**config.mk**
```make
export PLATFORM = sky130hd
export DESIGN_NAME = pgstride_pf
export DESIGN_NICKNAME = d
export VERILOG_FILES = /design/src/rtl/pgstride_pkg.sv /design/src/rtl/pgstride_table.sv /design/src/rtl/pgstride_proj.sv /design/src/rtl/pgstride_fifo.sv /design/src/rtl/pgstride_pf.sv
export SDC_FILE = /design/constraint.sdc
export NUM_CORES = 1
export LEC_CHECK = 0
export BUFFER_PORTS_ARGS = -buffer_cell sky130_fd_sc_hd__buf_2
export CELL_PAD_IN_SITES_DETAIL_PLACEMENT = 0
export CELL_PAD_IN_SITES_GLOBAL_PLACEMENT = 2
export CORE_MARGIN = 2
export CORE_UTILIZATION = 40
export DETAILED_ROUTE_END_ITERATION = 16
export PLACE_DENSITY = 0.85
export SYNTH_ARGS = -nofsm -noshare
export SYNTH_HDL_FRONTEND = slang
export SYNTH_SLANG_ARGS = --single-unit
```
**constraint.sdc**
```tcl
create_clock -name clk -period 9.7 [get_ports clk]
set_clock_uncertainty 0.1 [all_clocks]
set_input_delay 1.455 -clock clk [delete_from_list [all_inputs] [get_ports clk]]
set_output_delay 1.455 -clock clk [all_outputs]
set_load 0.01 [all_outputs]
```
**src/rtl/pgstride_pkg.sv**
```systemverilog
package pgstride_pkg;

  // classification of one demand access against the page table
  typedef enum logic [1:0] {
    ACC_IDLE   = 2'd0,  // no access this cycle
    ACC_ALLOC  = 2'd1,  // page not tracked, entry allocated
    ACC_STEP   = 2'd2,  // tracked page, non-zero stride
    ACC_REPEAT = 2'd3   // tracked page, same slot again
  } acc_kind_t;

  localparam int unsigned PF_ADDR_W_DEF     = 32;
  localparam int unsigned PF_PAGE_SHIFT_DEF = 12;
  localparam int unsigned PF_LINE_SHIFT_DEF = 6;

endpackage

```
**src/rtl/pgstride_table.sv**
```systemverilog
module pgstride_table
  import pgstride_pkg::*;
#(
  parameter int unsigned TAG_W   = 20,
  parameter int unsigned IDX_W   = 6,
  parameter int unsigned ENTRIES = 16
) (
  input  logic                    clk,
  input  logic                    rst,
  input  logic                    req_valid,
  input  logic [TAG_W-1:0]        req_tag,
  input  logic [IDX_W-1:0]        req_idx,
  output logic [ENTRIES-1:0]      hit_vec,
  output acc_kind_t               kind,
  output logic signed [IDX_W:0]   stride
);

  localparam int unsigned AGE_W = (ENTRIES > 1) ? $clog2(ENTRIES) : 1;
  localparam logic [AGE_W-1:0] OLDEST = AGE_W'(ENTRIES - 1);

  typedef struct packed {
    logic             vld;
    logic [TAG_W-1:0] tag;
    logic [IDX_W-1:0] last;
    logic [AGE_W-1:0] age;
  } ent_t;

  ent_t             ent [ENTRIES];
  logic [ENTRIES-1:0] old_vec;
  logic             hit_any;
  logic [AGE_W-1:0] hit_sel;
  logic [AGE_W-1:0] vic_sel;
  logic [AGE_W-1:0] sel;
  logic [AGE_W-1:0] sel_age;
  logic [IDX_W-1:0] last_sel;
  logic signed [IDX_W:0] delta;

  // parallel tag compare and oldest-entry detect
  for (genvar i = 0; i < ENTRIES; i++) begin : g_cmp
    assign hit_vec[i] = ent[i].vld && (ent[i].tag == req_tag);
    assign old_vec[i] = (ent[i].age == OLDEST);
  end

  always_comb begin
    hit_sel = '0;
    vic_sel = '0;
    for (int i = 0; i < ENTRIES; i++) begin
      if (hit_vec[i]) hit_sel = AGE_W'(i);
      if (old_vec[i]) vic_sel = AGE_W'(i);
    end
  end

  assign hit_any  = |hit_vec;
  assign sel      = hit_any ? hit_sel : vic_sel;
  assign sel_age  = ent[sel].age;
  assign last_sel = ent[hit_sel].last;
  assign delta    = $signed({1'b0, req_idx}) - $signed({1'b0, last_sel});
  assign stride   = delta;

  always_comb begin
    if (!req_valid)       kind = ACC_IDLE;
    else if (!hit_any)    kind = ACC_ALLOC;
    else if (delta == '0) kind = ACC_REPEAT;
    else                  kind = ACC_STEP;
  end

  // ages always form a permutation; untouched (invalid) entries stay oldest
  always_ff @(posedge clk) begin
    if (rst) begin
      for (int i = 0; i < ENTRIES; i++) begin
        ent[i].vld  <= 1'b0;
        ent[i].tag  <= '0;
        ent[i].last <= '0;
        ent[i].age  <= AGE_W'(i);
      end
    end else if (req_valid) begin
      for (int i = 0; i < ENTRIES; i++) begin
        if (AGE_W'(i) == sel)          ent[i].age <= '0;
        else if (ent[i].age < sel_age) ent[i].age <= ent[i].age + 1'b1;
      end
      if (!hit_any) begin
        ent[sel].vld  <= 1'b1;
        ent[sel].tag  <= req_tag;
        ent[sel].last <= req_idx;
      end else if (kind == ACC_STEP) begin
        ent[sel].last <= req_idx;
      end
    end
  end

endmodule

```
**src/rtl/pgstride_proj.sv**
```systemverilog
module pgstride_proj #(
  parameter int unsigned IDX_W  = 6,
  parameter int unsigned DEGREE = 2
) (
  input  logic                          fire,
  input  logic [IDX_W-1:0]              base,
  input  logic signed [IDX_W:0]         stride,
  output logic [DEGREE-1:0]             tgt_ok,
  output logic [DEGREE-1:0][IDX_W-1:0]  tgt_idx
);

  localparam int unsigned PW = IDX_W + 3;

  logic signed [PW-1:0] base_x;
  logic signed [PW-1:0] step_x;

  assign base_x = $signed({3'b000, base});
  assign step_x = {{2{stride[IDX_W]}}, stride};

  for (genvar k = 0; k < DEGREE; k++) begin : g_tgt
    logic signed [PW-1:0] t;
    assign t          = base_x + step_x * $signed(PW'(k + 1));
    // inside the page only when non-negative and below 2**IDX_W
    assign tgt_ok[k]  = fire && !t[PW-1] && (t[PW-2:IDX_W] == '0);
    assign tgt_idx[k] = t[IDX_W-1:0];
  end

endmodule

```
**src/rtl/pgstride_fifo.sv**
```systemverilog
module pgstride_fifo #(
  parameter int unsigned W      = 26,
  parameter int unsigned DEPTH  = 4,
  parameter int unsigned PUSH_N = 2,
  localparam int unsigned PTR_W = (DEPTH > 1) ? $clog2(DEPTH) : 1,
  localparam int unsigned CNT_W = PTR_W + 1
) (
  input  logic                     clk,
  input  logic                     rst,
  input  logic [PUSH_N-1:0]        push_req,
  input  logic [PUSH_N-1:0][W-1:0] push_data,
  output logic                     out_valid,
  input  logic                     out_ready,
  output logic [W-1:0]             out_data,
  output logic [CNT_W-1:0]         fill
);

  logic [W-1:0]     mem [DEPTH];
  logic [PTR_W-1:0] wr_ptr;
  logic [PTR_W-1:0] rd_ptr;
  logic [CNT_W-1:0] room;
  logic [CNT_W-1:0] taken;
  logic [PUSH_N-1:0] acc;
  logic [PTR_W-1:0] wpos [PUSH_N];
  logic             pop;

  assign room      = CNT_W'(DEPTH) - fill;
  assign out_valid = (fill != '0);
  assign out_data  = mem[rd_ptr];
  assign pop       = out_valid && out_ready;

  // earlier push lanes take free slots first; the rest are dropped
  always_comb begin
    taken = '0;
    for (int k = 0; k < PUSH_N; k++) begin
      acc[k]  = 1'b0;
      wpos[k] = wr_ptr + PTR_W'(taken);
      if (push_req[k] && (taken < room)) begin
        acc[k] = 1'b1;
        taken  = taken + 1'b1;
      end
    end
  end

  always_ff @(posedge clk) begin
    if (rst) begin
      wr_ptr <= '0;
      rd_ptr <= '0;
      fill   <= '0;
    end else begin
      for (int k = 0; k < PUSH_N; k++) begin
        if (acc[k]) mem[wpos[k]] <= push_data[k];
      end
      wr_ptr <= wr_ptr + PTR_W'(taken);
      if (pop) rd_ptr <= rd_ptr + 1'b1;
      fill <= fill + taken - CNT_W'(pop);
    end
  end

endmodule

```
**src/rtl/pgstride_pf.sv**
```systemverilog
module pgstride_pf
  import pgstride_pkg::*;
#(
  parameter int unsigned ADDR_W     = PF_ADDR_W_DEF,
  parameter int unsigned PAGE_SHIFT = PF_PAGE_SHIFT_DEF,
  parameter int unsigned LINE_SHIFT = PF_LINE_SHIFT_DEF,
  parameter int unsigned ENTRIES    = 16,
  parameter int unsigned DEGREE     = 2,
  parameter int unsigned FIFO_DEPTH = 4
) (
  input  logic                         clk,
  input  logic                         rst,
  input  logic                         dmd_valid,
  input  logic [ADDR_W-LINE_SHIFT-1:0] dmd_line,
  output logic                         pf_valid,
  input  logic                         pf_ready,
  output logic [ADDR_W-LINE_SHIFT-1:0] pf_line
);

  localparam int unsigned LINE_W = ADDR_W - LINE_SHIFT;
  localparam int unsigned IDX_W  = PAGE_SHIFT - LINE_SHIFT;
  localparam int unsigned TAG_W  = LINE_W - IDX_W;
  localparam int unsigned CNT_W  = ((FIFO_DEPTH > 1) ? $clog2(FIFO_DEPTH) : 1) + 1;

  logic [TAG_W-1:0]               dmd_tag;
  logic [IDX_W-1:0]               dmd_idx;
  logic [ENTRIES-1:0]             hit_vec;
  acc_kind_t                      kind;
  logic signed [IDX_W:0]          stride;
  logic [DEGREE-1:0]              push_req;
  logic [DEGREE-1:0][IDX_W-1:0]   tgt_idx;
  logic [DEGREE-1:0][LINE_W-1:0]  push_line;
  logic [CNT_W-1:0]               fifo_cnt;

  assign dmd_tag = dmd_line[LINE_W-1:IDX_W];
  assign dmd_idx = dmd_line[IDX_W-1:0];

  pgstride_table #(
    .TAG_W   (TAG_W),
    .IDX_W   (IDX_W),
    .ENTRIES (ENTRIES)
  ) u_table (
    .clk       (clk),
    .rst       (rst),
    .req_valid (dmd_valid),
    .req_tag   (dmd_tag),
    .req_idx   (dmd_idx),
    .hit_vec   (hit_vec),
    .kind      (kind),
    .stride    (stride)
  );

  pgstride_proj #(
    .IDX_W  (IDX_W),
    .DEGREE (DEGREE)
  ) u_proj (
    .fire    (kind == ACC_STEP),
    .base    (dmd_idx),
    .stride  (stride),
    .tgt_ok  (push_req),
    .tgt_idx (tgt_idx)
  );

  for (genvar k = 0; k < DEGREE; k++) begin : g_line
    assign push_line[k] = {dmd_tag, tgt_idx[k]};
  end

  pgstride_fifo #(
    .W      (LINE_W),
    .DEPTH  (FIFO_DEPTH),
    .PUSH_N (DEGREE)
  ) u_fifo (
    .clk       (clk),
    .rst       (rst),
    .push_req  (push_req),
    .push_data (push_line),
    .out_valid (pf_valid),
    .out_ready (pf_ready),
    .out_data  (pf_line),
    .fill      (fifo_cnt)
  );

endmodule

```
==> impl_metrics.py <==
metrics = {
    "detailed_routing": {
        "route.detailed.drc": 0,
        "drtIter0Drc": 1681,
        "wl_per_cell_um": 22.3,
        "num_vias": 21800,
        "drt-total-wl_um": 87500,
        "via_per_inst": 5.54,
        "postRouteAntennaNets": 0,
        "first_pass_iters": 7,
    },
    "synthesis": {
        "synth_area_leaders": "edfxtp_1, and2_1, xnor2_1",
        "ys_warn_count": 0,
        "synthCells": 2754,
        "yosysSeqAreaShare": 0.551,
        "synth.cell_area_sq_um": 32600,
        "synth_top_cell_area_share": 0.534,
        "async_flop_share": 0,
        "post-synth-top-area-cell": "edfxtp_1",
        "synth-edff-count": 580,
        "synthFlopType": "edfxtp_1",
        "synthesis.nets": 2877,
        "synth.distinct_cells": 83,
        "ys_ff_latch": 609,
        "syn_avg_cell_area_sq_um": 11.9,
    },
    "finish": {
        "drive_above_1_share": 0.128,
        "layout.cells.most_common_list": "edfxtp_1, and2_1, xnor2_1",
        "fillers": 7280,
        "final_common_cell": "edfxtp_1",
        "multi_input_area_sq_um": 13800,
        "fin_nets": 2935,
        "seqCellArea_sq_um": 18000,
        "area_growth_pct": 12.3,
        "fin_area_sq_um": 36600,
    },
    "run": {
        "drv_cap": 0,
    },
    "cts": {
        "path_clk_slew_ns": 0.06,
        "cts_hold_buf": 0,
        "clock_sinks": 609,
        "post_cts_resized": 0,
        "cts_root_buf": "clkbuf_16",
        "post-cts-setup-buffers": 0,
        "numCtsBuffers": 68,
        "clk-insertion-delay-late_ns": 0.62,
        "cts_tree": "done",
        "cts_buffer_depth": 3,
        "cts_max_level": 3,
    },
    "power": {
        "p_total_uw": 10400,
        "p_leak_uw": 0.0134,
        "ir_worst_vdd_mv": 0.160,
        "power_density_nw_per_um2": 283,
    },
    "worst_setup_path": {
        "cpMaxStageDelayCell": "or4_1",
        "cp_slowest_stage_delay_ns": 0.61,
        "critPathMaxFanout": 26,
        "critPathArrivalTime_ns": 8.94,
        "cpMostUsedCell": "nand2_1",
        "endpoint_kind": "flip-flop",
        "critical_path_required_ns": 9.85,
        "start_kind": "input port",
        "path_class": "input port to flip-flop",
    },
    "place": {
        "post_dp_cell_area_sq_um": 34400,
        "gp_congestion": 0.896,
        "io_buffers": 56,
        "post-dp-hpwl_um": 58800,
    },
    "global_routing": {
        "grt-ovfl-total": 0,
        "grt_pass1_vias": 22100,
        "grt_pass1_wl_um": 134000,
        "use_met1": 0.287,
        "top_usage_layer": "met2",
        "grt_max_degree": 44,
        "met2_usage": 0.345,
        "antenna_found_initial": 2,
        "grt.met3_usage": 0.0270,
        "grt_usage": 0.208,
    },
    "sta": {
        "worstMarginPinSlew_ns": 1.21,
        "post-route-min-period_ns": 8.79,
        "rsz0062_at_grt": "false",
        "period_share": 0.906,
        "relSlewSlack": 0.189,
        "hold_viol_final": 0,
        "finalMaxSlewViolations": 0,
        "setup_violations": 0,
        "fin_tns_setup_ns": 0,
        "max_clock_freq_ghz": 0.114,
    },
    "floorplanning": {
        "rows": 104,
        "die_width_um": 290,
        "ios": 57,
        "die-area_sq_um": 83900,
        "coreArea_sq_um": 80700,
        "initial_core_util": 0.405,
        "die_h_um": 290,
    },
    "worst_hold_path": {
        "holdCritPathClass": "flip-flop to flip-flop",
    },
    "outcome": {
        "status": "finished, final reports clean",
    },
}
[sequential cells by signal, indices dropped and copies added (netlist names), named ones only]
register / cells
u_fifo.fill: 3
u_fifo.mem: 104
u_fifo.rd_ptr: 2
u_table.ent: 496
u_fifo.wr_ptr: 2
[per-stage QoR]
stage          hold slack, ns  std cells   util  setup WS, ns
6_report                0.383       3927  0.454         0.912
5_1_grt                 0.401       3926  0.454         0.412
4_1_cts                 0.382       3925  0.454         0.991
3_5_place_dp            0.369       3801  0.427         0.369
3_3_place_gp            0.362       3801  0.427         0.388
2_1_floorplan           0.344       2754      -         0.557
[layer usage]
metal	wire length [um]	share of wire
met1	39500	0.45
met2	41400	0.47
met3	4640	0.053
met4	1890	0.022
met5	0	0
[synth_stat cells (5+ instances only)]
library cell	instances
nand3_1	129
or4_1	6
and3_1	31
buf_1	9
nor3_1	35
nor2_1	87
o211ai_1	11
nand4_1	105
buf_4	38
nand2_1	184
buf_2	23
and2_1	392
mux4_2	26
nor2b_1	14
nand2b_1	13
or2_2	29
clkbuf_1	105
a31oi_1	17
nor3b_1	11
a21o_1	30
dfxtp_1	29
xor2_1	121
nor4b_1	12
ha_1	89
mux2i_1	50
nor4_1	48
inv_1	27
edfxtp_1	580
a21oi_1	60
xnor2_1	248
o21ai_0	54
a211o_1	11
mux2_2	5
a211oi_1	8
o21a_1	11
o21ai_1	14
or3_1	7
[final timing paths]
check	startpoint	end	slack [ns]	cells after the start
setup / recovery	dmd_line[13]	u_fifo.mem[0][9]	0.91	32
hold reg to reg	u_table.ent[4][30]	u_table.ent[4][30]	0.38	1
hold / removal	u_table.ent[4][30]	u_table.ent[4][30]	0.38	1
setup reg to reg	u_table.ent[1][20]	u_fifo.mem[0][9]	1.90	30
[power breakdown]
group | internal [uW] | total [uW] | switching (uW)
Clock | 1510 | 2590 | 1080
Combinational | 1470 | 4080 | 2620
Sequential | 3390 | 3680 | 292
Total | 6360 | 10400 | 3990
[cell type report]
class / instances / area share
Clock buffer: 88 / 0.0510
Timing Repair Buffer: 164 / 0.0325
Multi-Input combinational cell: 1942 / 0.377
Sequential cell: 609 / 0.491
Tap cell: 1060 / 0.0362
Clock inverter: 36 / 0.00970
Antenna cell: 1 / 0.0000683
Inverter: 27 / 0.00277
[critical path: cells and delay by family]
family                     cells  cell delay [ns]
and+or+nand+nor               12             2.07
AOI/OAI and AO/OA              9             1.98
buffers and inverters          4             1.61
adders and majority gates      3             0.83
xor gates and xnor gates       3             0.70
muxes                          1             0.24
[kinds of logic after synthesis]
kind of cell / share of synthesized area
adder cells (fa/ha/maj): 0.0366
multiplexers: 0.0355
XOR/XNOR: 0.101
buffers and inverters: 0.0288
AND/OR/NAND/NOR: 0.195
AO/OA/AOI/OAI: 0.0516
flip-flops: 0.551
No activity file was read; power rests on OpenSTA's default activity.
